$ cat src/rtl/sdram_init_pkg.sv
package sdram_init_pkg;

  // {csN, rasN, casN, weN}
  typedef enum logic [3:0] {
    CMD_MRS   = 4'b0000,
    CMD_AREF  = 4'b0001,
    CMD_PALL  = 4'b0010,
    CMD_NOP   = 4'b0111,
    CMD_DESEL = 4'b1111
  } sdCmd_t;

  typedef enum logic [2:0] {
    S_IDLE, S_PWRUP, S_PALL, S_AREF, S_MRS, S_GAP, S_DONE
  } seqState_t;

  typedef struct packed {
    logic ckeOn;
    logic issuePall;
    logic issueRef;
    logic issueMrs;
    logic initDone;
  } seqStrobe_t;

  // Mode word: burst length 1, sequential, given CAS latency, standard mode, single write
  function automatic int unsigned makeModeWord(int unsigned casLat);
    return (32'd1 << 9) | ((casLat & 32'd7) << 4);
  endfunction

  function automatic int unsigned maxOf(int unsigned a, int unsigned b);
    return (a > b) ? a : b;
  endfunction

endpackage

$ cat src/rtl/sdram_init_ctrl.sv
module sdram_init_ctrl
  import sdram_init_pkg::*;
#(
  parameter int unsigned PWRUP_CYCLES = 10800,
  parameter int unsigned T_RP         = 2,
  parameter int unsigned T_RC         = 7,
  parameter int unsigned T_MRD        = 2,
  parameter int unsigned NUM_AREF     = 8
) (
  input  logic       clk,
  input  logic       rstN,
  input  logic       start,
  output seqStrobe_t stb
);

  localparam int unsigned MAX_WAIT = maxOf(maxOf(PWRUP_CYCLES, T_RC), maxOf(T_RP, T_MRD));
  localparam int unsigned CNT_W    = $clog2(MAX_WAIT + 1);
  localparam int unsigned AR_W     = $clog2(NUM_AREF + 1);

  seqState_t        state;
  seqState_t        gapNext;
  logic [CNT_W-1:0] waitCnt;
  logic [AR_W-1:0]  arefLeft;

  always_ff @(posedge clk or negedge rstN) begin
    if (!rstN) begin
      state    <= S_IDLE;
      gapNext  <= S_IDLE;
      waitCnt  <= '0;
      arefLeft <= '0;
    end else begin
      case (state)
        S_IDLE: begin
          if (start) begin
            state   <= S_PWRUP;
            waitCnt <= CNT_W'(PWRUP_CYCLES - 1);
          end
        end
        S_PWRUP: begin
          if (waitCnt == '0) state <= S_PALL;
          else               waitCnt <= waitCnt - 1'b1;
        end
        S_PALL: begin
          state    <= S_GAP;
          waitCnt  <= CNT_W'(T_RP - 2);
          gapNext  <= S_AREF;
          arefLeft <= AR_W'(NUM_AREF);
        end
        S_AREF: begin
          arefLeft <= arefLeft - 1'b1;
          state    <= S_GAP;
          waitCnt  <= CNT_W'(T_RC - 2);
          gapNext  <= (arefLeft == AR_W'(1)) ? S_MRS : S_AREF;
        end
        S_MRS: begin
          state   <= S_GAP;
          waitCnt <= CNT_W'(T_MRD - 2);
          gapNext <= S_DONE;
        end
        S_GAP: begin
          if (waitCnt == '0) state <= gapNext;
          else               waitCnt <= waitCnt - 1'b1;
        end
        S_DONE:  state <= S_DONE;
        default: state <= S_IDLE;
      endcase
    end
  end

  always_comb begin
    stb.ckeOn     = (state != S_IDLE);
    stb.issuePall = (state == S_PALL);
    stb.issueRef  = (state == S_AREF);
    stb.issueMrs  = (state == S_MRS);
    stb.initDone  = (state == S_DONE);
  end

endmodule

$ cat src/rtl/sdram_init_dp.sv
module sdram_init_dp
  import sdram_init_pkg::*;
#(
  parameter int unsigned ADDR_W     = 13,
  parameter int unsigned BA_W       = 2,
  parameter int unsigned MODE_WORD  = 32'h230,
  parameter int unsigned REF_RELOAD = 1668
) (
  input  logic              clk,
  input  logic              rstN,
  input  seqStrobe_t        stb,
  input  logic              refAck,
  output logic              cke,
  output logic [3:0]        cmd,
  output logic [BA_W-1:0]   ba,
  output logic [ADDR_W-1:0] addr,
  output logic              ready,
  output logic              refReq,
  output logic              refOverrun
);

  localparam int unsigned     REF_W     = $clog2(REF_RELOAD + 1);
  localparam logic [ADDR_W-1:0] PALL_ADDR = ADDR_W'(1) << 10;
  localparam logic [ADDR_W-1:0] MODE_ADDR = ADDR_W'(MODE_WORD);

  logic [REF_W-1:0] refCnt;
  logic             expire;

  always_ff @(posedge clk or negedge rstN) begin
    if (!rstN) begin
      cke   <= 1'b0;
      cmd   <= CMD_DESEL;
      ba    <= '0;
      addr  <= '0;
      ready <= 1'b0;
    end else begin
      cke   <= stb.ckeOn;
      ready <= stb.initDone;
      ba    <= '0;
      addr  <= '0;
      if (stb.issuePall) begin
        cmd  <= CMD_PALL;
        addr <= PALL_ADDR;
      end else if (stb.issueRef) begin
        cmd <= CMD_AREF;
      end else if (stb.issueMrs) begin
        cmd  <= CMD_MRS;
        addr <= MODE_ADDR;
      end else if (stb.ckeOn) begin
        cmd <= CMD_NOP;
      end else begin
        cmd <= CMD_DESEL;
      end
    end
  end

  assign expire = ready && (refCnt == '0);

  always_ff @(posedge clk or negedge rstN) begin
    if (!rstN) begin
      refCnt     <= REF_W'(REF_RELOAD - 1);
      refReq     <= 1'b0;
      refOverrun <= 1'b0;
    end else begin
      if (!ready || expire) refCnt <= REF_W'(REF_RELOAD - 1);
      else                  refCnt <= refCnt - 1'b1;

      if (expire)      refReq <= 1'b1;
      else if (refAck) refReq <= 1'b0;

      if (expire && refReq && !refAck) refOverrun <= 1'b1;
    end
  end

endmodule

$ cat src/rtl/sdram_init_seq.sv
module sdram_init_seq
  import sdram_init_pkg::*;
#(
  parameter int unsigned CLK_KHZ       = 108000,
  parameter int unsigned PWRUP_CYCLES  = CLK_KHZ / 10,
  parameter int unsigned T_RP          = 2,
  parameter int unsigned T_RC          = 7,
  parameter int unsigned T_MRD         = 2,
  parameter int unsigned NUM_AREF      = 8,
  parameter int unsigned CAS_LAT       = 3,
  parameter int unsigned RETENTION_MS  = 64,
  parameter int unsigned ROW_COUNT     = 4096,
  parameter int unsigned REF_MARGIN    = 20,
  parameter int unsigned ADDR_W        = 13,
  parameter int unsigned BA_W          = 2
) (
  input  logic              clk,
  input  logic              rstN,
  input  logic              start,
  input  logic              refAck,
  output logic              cke,
  output logic              csN,
  output logic              rasN,
  output logic              casN,
  output logic              weN,
  output logic [BA_W-1:0]   ba,
  output logic [ADDR_W-1:0] addr,
  output logic              ready,
  output logic              refReq,
  output logic              refOverrun
);

  localparam int unsigned REF_RELOAD =
    (CLK_KHZ * RETENTION_MS + ROW_COUNT - 1) / ROW_COUNT - REF_MARGIN;
  localparam int unsigned MODE_WORD = makeModeWord(CAS_LAT);

  seqStrobe_t stb;
  logic [3:0] cmd;

  sdram_init_ctrl #(
    .PWRUP_CYCLES(PWRUP_CYCLES), .T_RP(T_RP), .T_RC(T_RC),
    .T_MRD(T_MRD), .NUM_AREF(NUM_AREF)
  ) u_ctrl (
    .clk(clk), .rstN(rstN), .start(start), .stb(stb)
  );

  sdram_init_dp #(
    .ADDR_W(ADDR_W), .BA_W(BA_W), .MODE_WORD(MODE_WORD), .REF_RELOAD(REF_RELOAD)
  ) u_dp (
    .clk(clk), .rstN(rstN), .stb(stb), .refAck(refAck),
    .cke(cke), .cmd(cmd), .ba(ba), .addr(addr), .ready(ready),
    .refReq(refReq), .refOverrun(refOverrun)
  );

  assign {csN, rasN, casN, weN} = cmd;

endmodule

$ cat config.mk
export PLATFORM = sky130hd
export DESIGN_NAME = sdram_init_seq
export DESIGN_NICKNAME = d
export VERILOG_FILES = /design/src/rtl/sdram_init_pkg.sv /design/src/rtl/sdram_init_ctrl.sv /design/src/rtl/sdram_init_dp.sv /design/src/rtl/sdram_init_seq.sv
export SDC_FILE = /design/constraint.sdc
export NUM_CORES = 1
export LEC_CHECK = 0
export BUFFER_PORTS_ARGS = -buffer_cell sky130_fd_sc_hd__buf_4
export CORE_UTILIZATION = 52
export DETAILED_ROUTE_END_ITERATION = 8
export GPL_ROUTABILITY_DRIVEN = 1
export HOLD_SLACK_MARGIN = 0.05
export PLACE_DENSITY = 0.78
export SLEW_MARGIN = 20
export SYNTH_ARGS = -nofsm -noshare
export SYNTH_HDL_FRONTEND = slang
export SYNTH_SLANG_ARGS = --single-unit
$ cat constraint.sdc
create_clock -name clk -period 1.9 [get_ports clk]
set_clock_uncertainty 0.05 [all_clocks]
set_input_delay 0.19 -clock clk [delete_from_list [all_inputs] [get_ports clk]]
set_output_delay 0.19 -clock clk [all_outputs]
set_load 0.05 [all_outputs]
==> results of run 1 <==
[metal layers]
layer / part of all wire [%] / wire, µm / GRT usage, % / vias to the layer above
met5: 0 / 0 / 0 / -
met3: 3.7 / 181 / 4.53 / 7
met4: 1.6 / 80 / 10.7 / 0
met1: 44 / 2170 / 27.6 / 926
li1: - / - / - / 876
met2: 50 / 2470 / 35.7 / 46
[final cells by class]
type                    count  area share [%]
flip-flops and latches     45            39.6
multi-input cells         168            39.9
clock inverters             1           0.174
inverters                   9            1.18
well taps                  52            2.26
repair buffers             50            13.5
clock buffers               7            3.35
[through the flow]
stage	setup TNS [ps]	setup WS (ps)
after floorplan	-250	-75.9
after CTS	-547	-118
after global routing	-1950	-243
after global placement	-512	-74.2
after detailed placement	-774	-113
final	-835	-167
[registers in the layout, indices dropped and copies added, names as in the netlist]
name,count
u_ctrl.arefLeft,4
u_ctrl.gapNext,3
u_ctrl.state,3
u_ctrl.waitCnt,14
u_dp.addr,2
u_dp.cke,1
u_dp.cmd,4
u_dp.ready,1
u_dp.refCnt,11
u_dp.refOverrun,1
u_dp.refReq,1
[power by group]
group	switching [mW]	internal, mW
clock	0.327	0.329
combinational	0.0657	0.00559
sequential	0.0000000000000000437	0.958
[worst min path at each step]
stage               startpoint            endpoint  slack (ps)  depth (start not counted)
global placement          rstN      u_dp.refCnt[6]         170                          1
finish                  refAck         u_dp.refReq         120                          3
CTS                     refAck         u_dp.refReq         120                          3
detailed placement        rstN      u_dp.refCnt[5]         170                          1
floorplan                 rstN  u_ctrl.arefLeft[0]        -160                          0
global route            refAck         u_dp.refReq         170                          3
[worst max-delay path, stage by stage, from the launching register on]
cell and delay (ps):
dfrtp_1 420, or3_4 380, or4_4 520, or2_4 270, o41ai_2 210, a22o_1 160
[cells in the final DEF, fill, tap and decap left out, drive strengths merged, types with 2 or more instances in the layout]
| cell type | count |
|---|---|
| or4 | 6 |
| a31o | 2 |
| nor4 | 3 |
| o21bai | 2 |
| clkbuf | 7 |
| nand2b | 6 |
| conb | 11 |
| a211oi | 2 |
| xnor2 | 6 |
| ha | 5 |
| o31ai | 4 |
| a21oi | 11 |
| inv | 9 |
| buf | 49 |
| dfrtp | 36 |
| dfstp | 9 |
| nor2b | 3 |
| nor3 | 9 |
| a31oi | 5 |
| mux2i | 2 |
| nand2 | 22 |
| a22o | 7 |
| nand3 | 3 |
| nor2 | 26 |
| o21ai | 12 |
| xor2 | 4 |
| or3 | 3 |
[timing repair]
item                                   CTS  global route
pin swaps                                5            11
resized for setup                        6            20
cloned                                   1             0
endpoints found under the hold margin   36             0
setup buffers                            3             5
hold buffers                             1             0
setup endpoints to repair               13            19
[logic make-up (layout without fill, tap and decap cells)]
kind of cell	count (synthesis)	count (layout)	share of synthesized area, %
compound gates	49	50	14.3
xor+xnor	10	10	3.75
fa+ha+maj	5	5	2.68
buf+inv	32	67	9.00
flops	45	45	48.7
mux	3	3	1.34
other cells	1	11	0.161
simple gates	89	89	20.1
[Yosys cell counts, types with 4 or more instances]
cell type,count,share of area (%)
a22o_1,7,2.6
o31ai_1,4,1.3
nor2_1,26,4.2
nand2b_1,6,1.6
inv_1,9,1.4
buf_4,13,4.2
nor3_1,8,1.7
nand2_1,22,3.5
dfrtp_1,36,39
xnor2_1,6,2.2
o21ai_0,12,2.6
a21oi_1,11,2.4
ha_1,5,2.7
xor2_1,4,1.5
or4_1,5,1.6
dfstp_2,9,10
==> impl_metrics.ini, run 1 <==
[status]
status = complete, but fails checks
violations = setup timing

[finish]
diodes = 0
instances_no_fill = 332
drive_above_1_share_pct = 34.3
multiInputGateArea_um2 = 1150
finalNetCount = 288
num-fill-cells = 334
utilization_pct = 66.5
regArea_um2 = 1140
syn2layout_area_growth_pct = 23.0
stdcell_area_um2 = 2870

[pwr]
p_total_mw = 1.69
p_per_area_nw_per_um2 = 586
ir_worst_vdd_v = 0.000399
p_leak_nw = 1.35

[floorplan]
core-area_um2 = 4320
fp.dieH_um = 69.0
dieArea_um2 = 4760
dieWidth_um = 69.0
ios = 27
rows = 24
start_util_pct = 54.0

[clock_network]
cts_sinks = 45
ctsHtreeMaxLevel = 2
tritoncts = yes
numCtsBuffers = 5
ctsRootBufferMaster = clkbuf_8
cts.path.max_buffers = 2
worstSkewPairLatency_ps = 300
path_clk_slew_ps = 80

[global_routing]
antenna_found_initial = 0
overflow = 0
grt_use_total_pct = 21.9
grt_pass1_vias = 1938
grt_pass1_wl_um = 8420
grt_max_degree = 46

[worst_setup_path]
cp.arrival_ps = 2260
r2r_slack_ps = -170
startpoint = u_ctrl.waitCnt[0]
endpoint = u_ctrl.waitCnt[13]
crit_path_end_kind = register
r2r-start = u_ctrl.waitCnt[0]
reg2reg_depth = 5
crit_path_start_kind = register
required_ps = 2090
r2r-end = u_ctrl.waitCnt[13]
crit_type = reg2reg
critPathMaxFanout = 4

[timing]
slew_viol_final = 0
setup_violations = 13
max_freq_ghz = 0.484
final.period_utilization_pct = 109
rsz0062_at_grt = true
fin_hold_ws_ps = 118
slew_headroom_pct = 56.9
fin_ws_ps = -167
finalHoldViolCount = 0
finalCriticalPeriod_ps = 2070
tightest_slew_ps = 645

[synthesis]
syn_inst = 234
synth_area_per_cell_um2 = 9.98
synth_edf_count = 0
ys_seq_area_share_pct = 48.7
ys_types = 50
syn_area_um2 = 2340
async_flop_share_pct = 100
ys_ff_latch = 45
synth_top_flop_cell = dfrtp_1
yosys_warnings = 0

[hold_path]
hp-class = in2reg

[placement]
placed_area_um2 = 2590
hpwl_um = 3040
post-place-cells = 314
place.gp.congestion = 0.844
portBuffers = 15

[drt]
drt_pre_antenna_iters = 4
viasPerCell = 5.59
via_count = 1855
drt_iter0_markers = 124
drt_wl_total_um = 4900
wl_per_cell_um = 14.8
drcViolationCount = 0
postRouteAntennaNets = 0

[run]
cap_violations = 0
No activity file was read; power rests on OpenSTA's default activity.
==> run 2: changes to the inputs <==
SKIP_CTS_REPAIR_TIMING = 1   (was not set)
clock period = 1.8 ns   (was 1.9 ns; I/O delays follow)
==> run 2 against run 1 <==
Against the previous run: the run still ends with setup timing left; worst hold slack worse by 4.5 ps; maximum frequency increased by 1.1%; wire length shrank 4.4%; flip-flop and latch count unchanged; sequential share of layout area up 0.24 points; largest cell class unchanged.
==> impl_metrics.ini, run 2 (same netlist as run 1, synthesis figures left out) <==
[timing]
rsz0062_at_grt = true
max_freq_ghz = 0.489
tns_ps = -2530
final.period_utilization_pct = 114
fin_ws_ps = -244
slew_viol_final = 0
tightest_slew_ps = 634
finalHoldViolCount = 0
slew_headroom_pct = 57.7
setup_violations = 16
finalCriticalPeriod_ps = 2040

[floorplan]
start_util_pct = 54.0
core-area_um2 = 4320
dieArea_um2 = 4760
rows = 24
ios = 27
dieWidth_um = 69.0
fp.dieH_um = 69.0

[hold_path]
hp-start = refAck
whs_endpoint = u_dp.refReq
hp-class = in2reg
holdPathStages = 3

[worst_setup_path]
crit_path_start_kind = register
crit_path_end_kind = register
critPathMaxFanout = 4
r2r-end = u_ctrl.waitCnt[13]
crit_type = reg2reg
r2r-start = u_ctrl.waitCnt[0]
reg2reg_depth = 5
required_ps = 1980
r2r_slack_ps = -240
cp.arrival_ps = 2220

[global_routing]
grt_max_degree = 46
overflow = 0
grtUsageMet1_pct = 25.8
grt_use_total_pct = 19.3
met2_usage_pct = 31.7
antenna_found_initial = 0
grt.busiest_layer = met2
grtUsageMet3_pct = 3.51
grt_pass1_vias = 1704
grt_pass1_wl_um = 7470

[finish]
reg_top3 = u_ctrl.waitCnt x14, u_dp.refCnt x11
layout_commonest_cell = buf_4
num-fill-cells = 330
mostFrequentLayoutCells = 46 x buf_4, 36 x dfrtp_1, 24 x nor2_1
multiInputGateArea_um2 = 1150
largest_register_ffs = 14
drive_above_1_share_pct = 33.6
top_register = u_ctrl.waitCnt
diodes = 0
finalNetCount = 288
stdcell_area_um2 = 2860
syn2layout_area_growth_pct = 22.3
regArea_um2 = 1140

[clock_network]
ctsRootBufferMaster = clkbuf_8
cts.path.max_buffers = 2
tritoncts = yes
cts_sinks = 45
path_clk_slew_ps = 80
numCtsBuffers = 5
ctsHtreeMaxLevel = 2
worstSkewPairLatency_ps = 290

[drt]
drt_iter0_markers = 90
drt_pre_antenna_iters = 4
postRouteAntennaNets = 0
drcViolationCount = 0
wl_per_cell_um = 14.1
viasPerCell = 5.40
drt_wl_total_um = 4690
via_count = 1794

[placement]
dp_slack_ps = -228
portBuffers = 15
place.gp.congestion = 0.833
placed_area_um2 = 2610
hpwl_um = 3050

[status]
violations = setup timing
status = complete, but fails checks

[pwr]
p_sw_mw = 0.403
pwr-share-comb_pct = 4.4
ir_worst_vdd_v = 0.000526
p_int_mw = 1.33
p_seq_share_pct = 58.4
p_per_area_nw_per_um2 = 607
p_clk_share_pct = 37.3
switching_share_pct = 23.3
p_leak_nw = 1.34

[run]
cap_violations = 0
-- run 2: critical path, stage by stage (launching register included) --
cell     delay (ps)
dfrtp_1         410
or3_4           380
or4_4           510
or2_4           270
o41ai_2         220
a22o_1          160
-- run 2: metrics by stage --
stage / instances / power (mW) / util [%] / hold slack, ps
after global placement: 316 / 1.10 / 60.3 / 156
after global routing: 332 / 1.79 / 66.1 / 111
after detailed placement: 316 / 1.10 / 60.3 / 156
after floorplan: 244 / 1.10 / - / -166
after CTS: 324 / 1.74 / 62.5 / -157
final: 332 / 1.73 / 66.1 / 114
-- run 2: layout make-up --
type,count,share of cell area [%]
clock buffers,7,3.02
clock inverters,1,0.263
inverters,9,1.18
multi-input cells,169,40.2
flip-flops and latches,45,39.8
well taps,52,2.28
repair buffers,49,13.2
-- run 2: routing by layer --
layer  vias to the layer above  routed length [µm]  share of wire, %
met5                         -                   0                 0
met4                         0                  33              0.70
met3                         2                 110               2.3
met2                        26                2350                50
met1                       880                2200                47
li1                        886                   -                 -
-- run 2: worst max-delay path by stage --
| stage | from | cells past startpoint | to |
|---|---|---|---|
| after global placement | u_ctrl.waitCnt[5] | 5 | u_ctrl.waitCnt[9] |
| final | u_ctrl.waitCnt[0] | 5 | u_ctrl.waitCnt[13] |
| after CTS | u_ctrl.waitCnt[10] | 5 | u_ctrl.waitCnt[6] |
| after floorplan | u_ctrl.waitCnt[4] | 5 | u_ctrl.waitCnt[13] |
| after global routing | u_ctrl.waitCnt[0] | 5 | u_ctrl.waitCnt[13] |
| after detailed placement | u_ctrl.waitCnt[5] | 5 | u_ctrl.waitCnt[13] |
-- run 2: power groups by stage --
stage	Sequential [mW]	Combinational, mW	Clock [mW]
finish	1.01	0.0754	0.646
global route	1.01	0.0811	0.700
CTS	1.01	0.0746	0.655
detailed placement	1.03	0.0746	0
global placement	1.03	0.0745	0
floorplan	1.03	0.0687	0
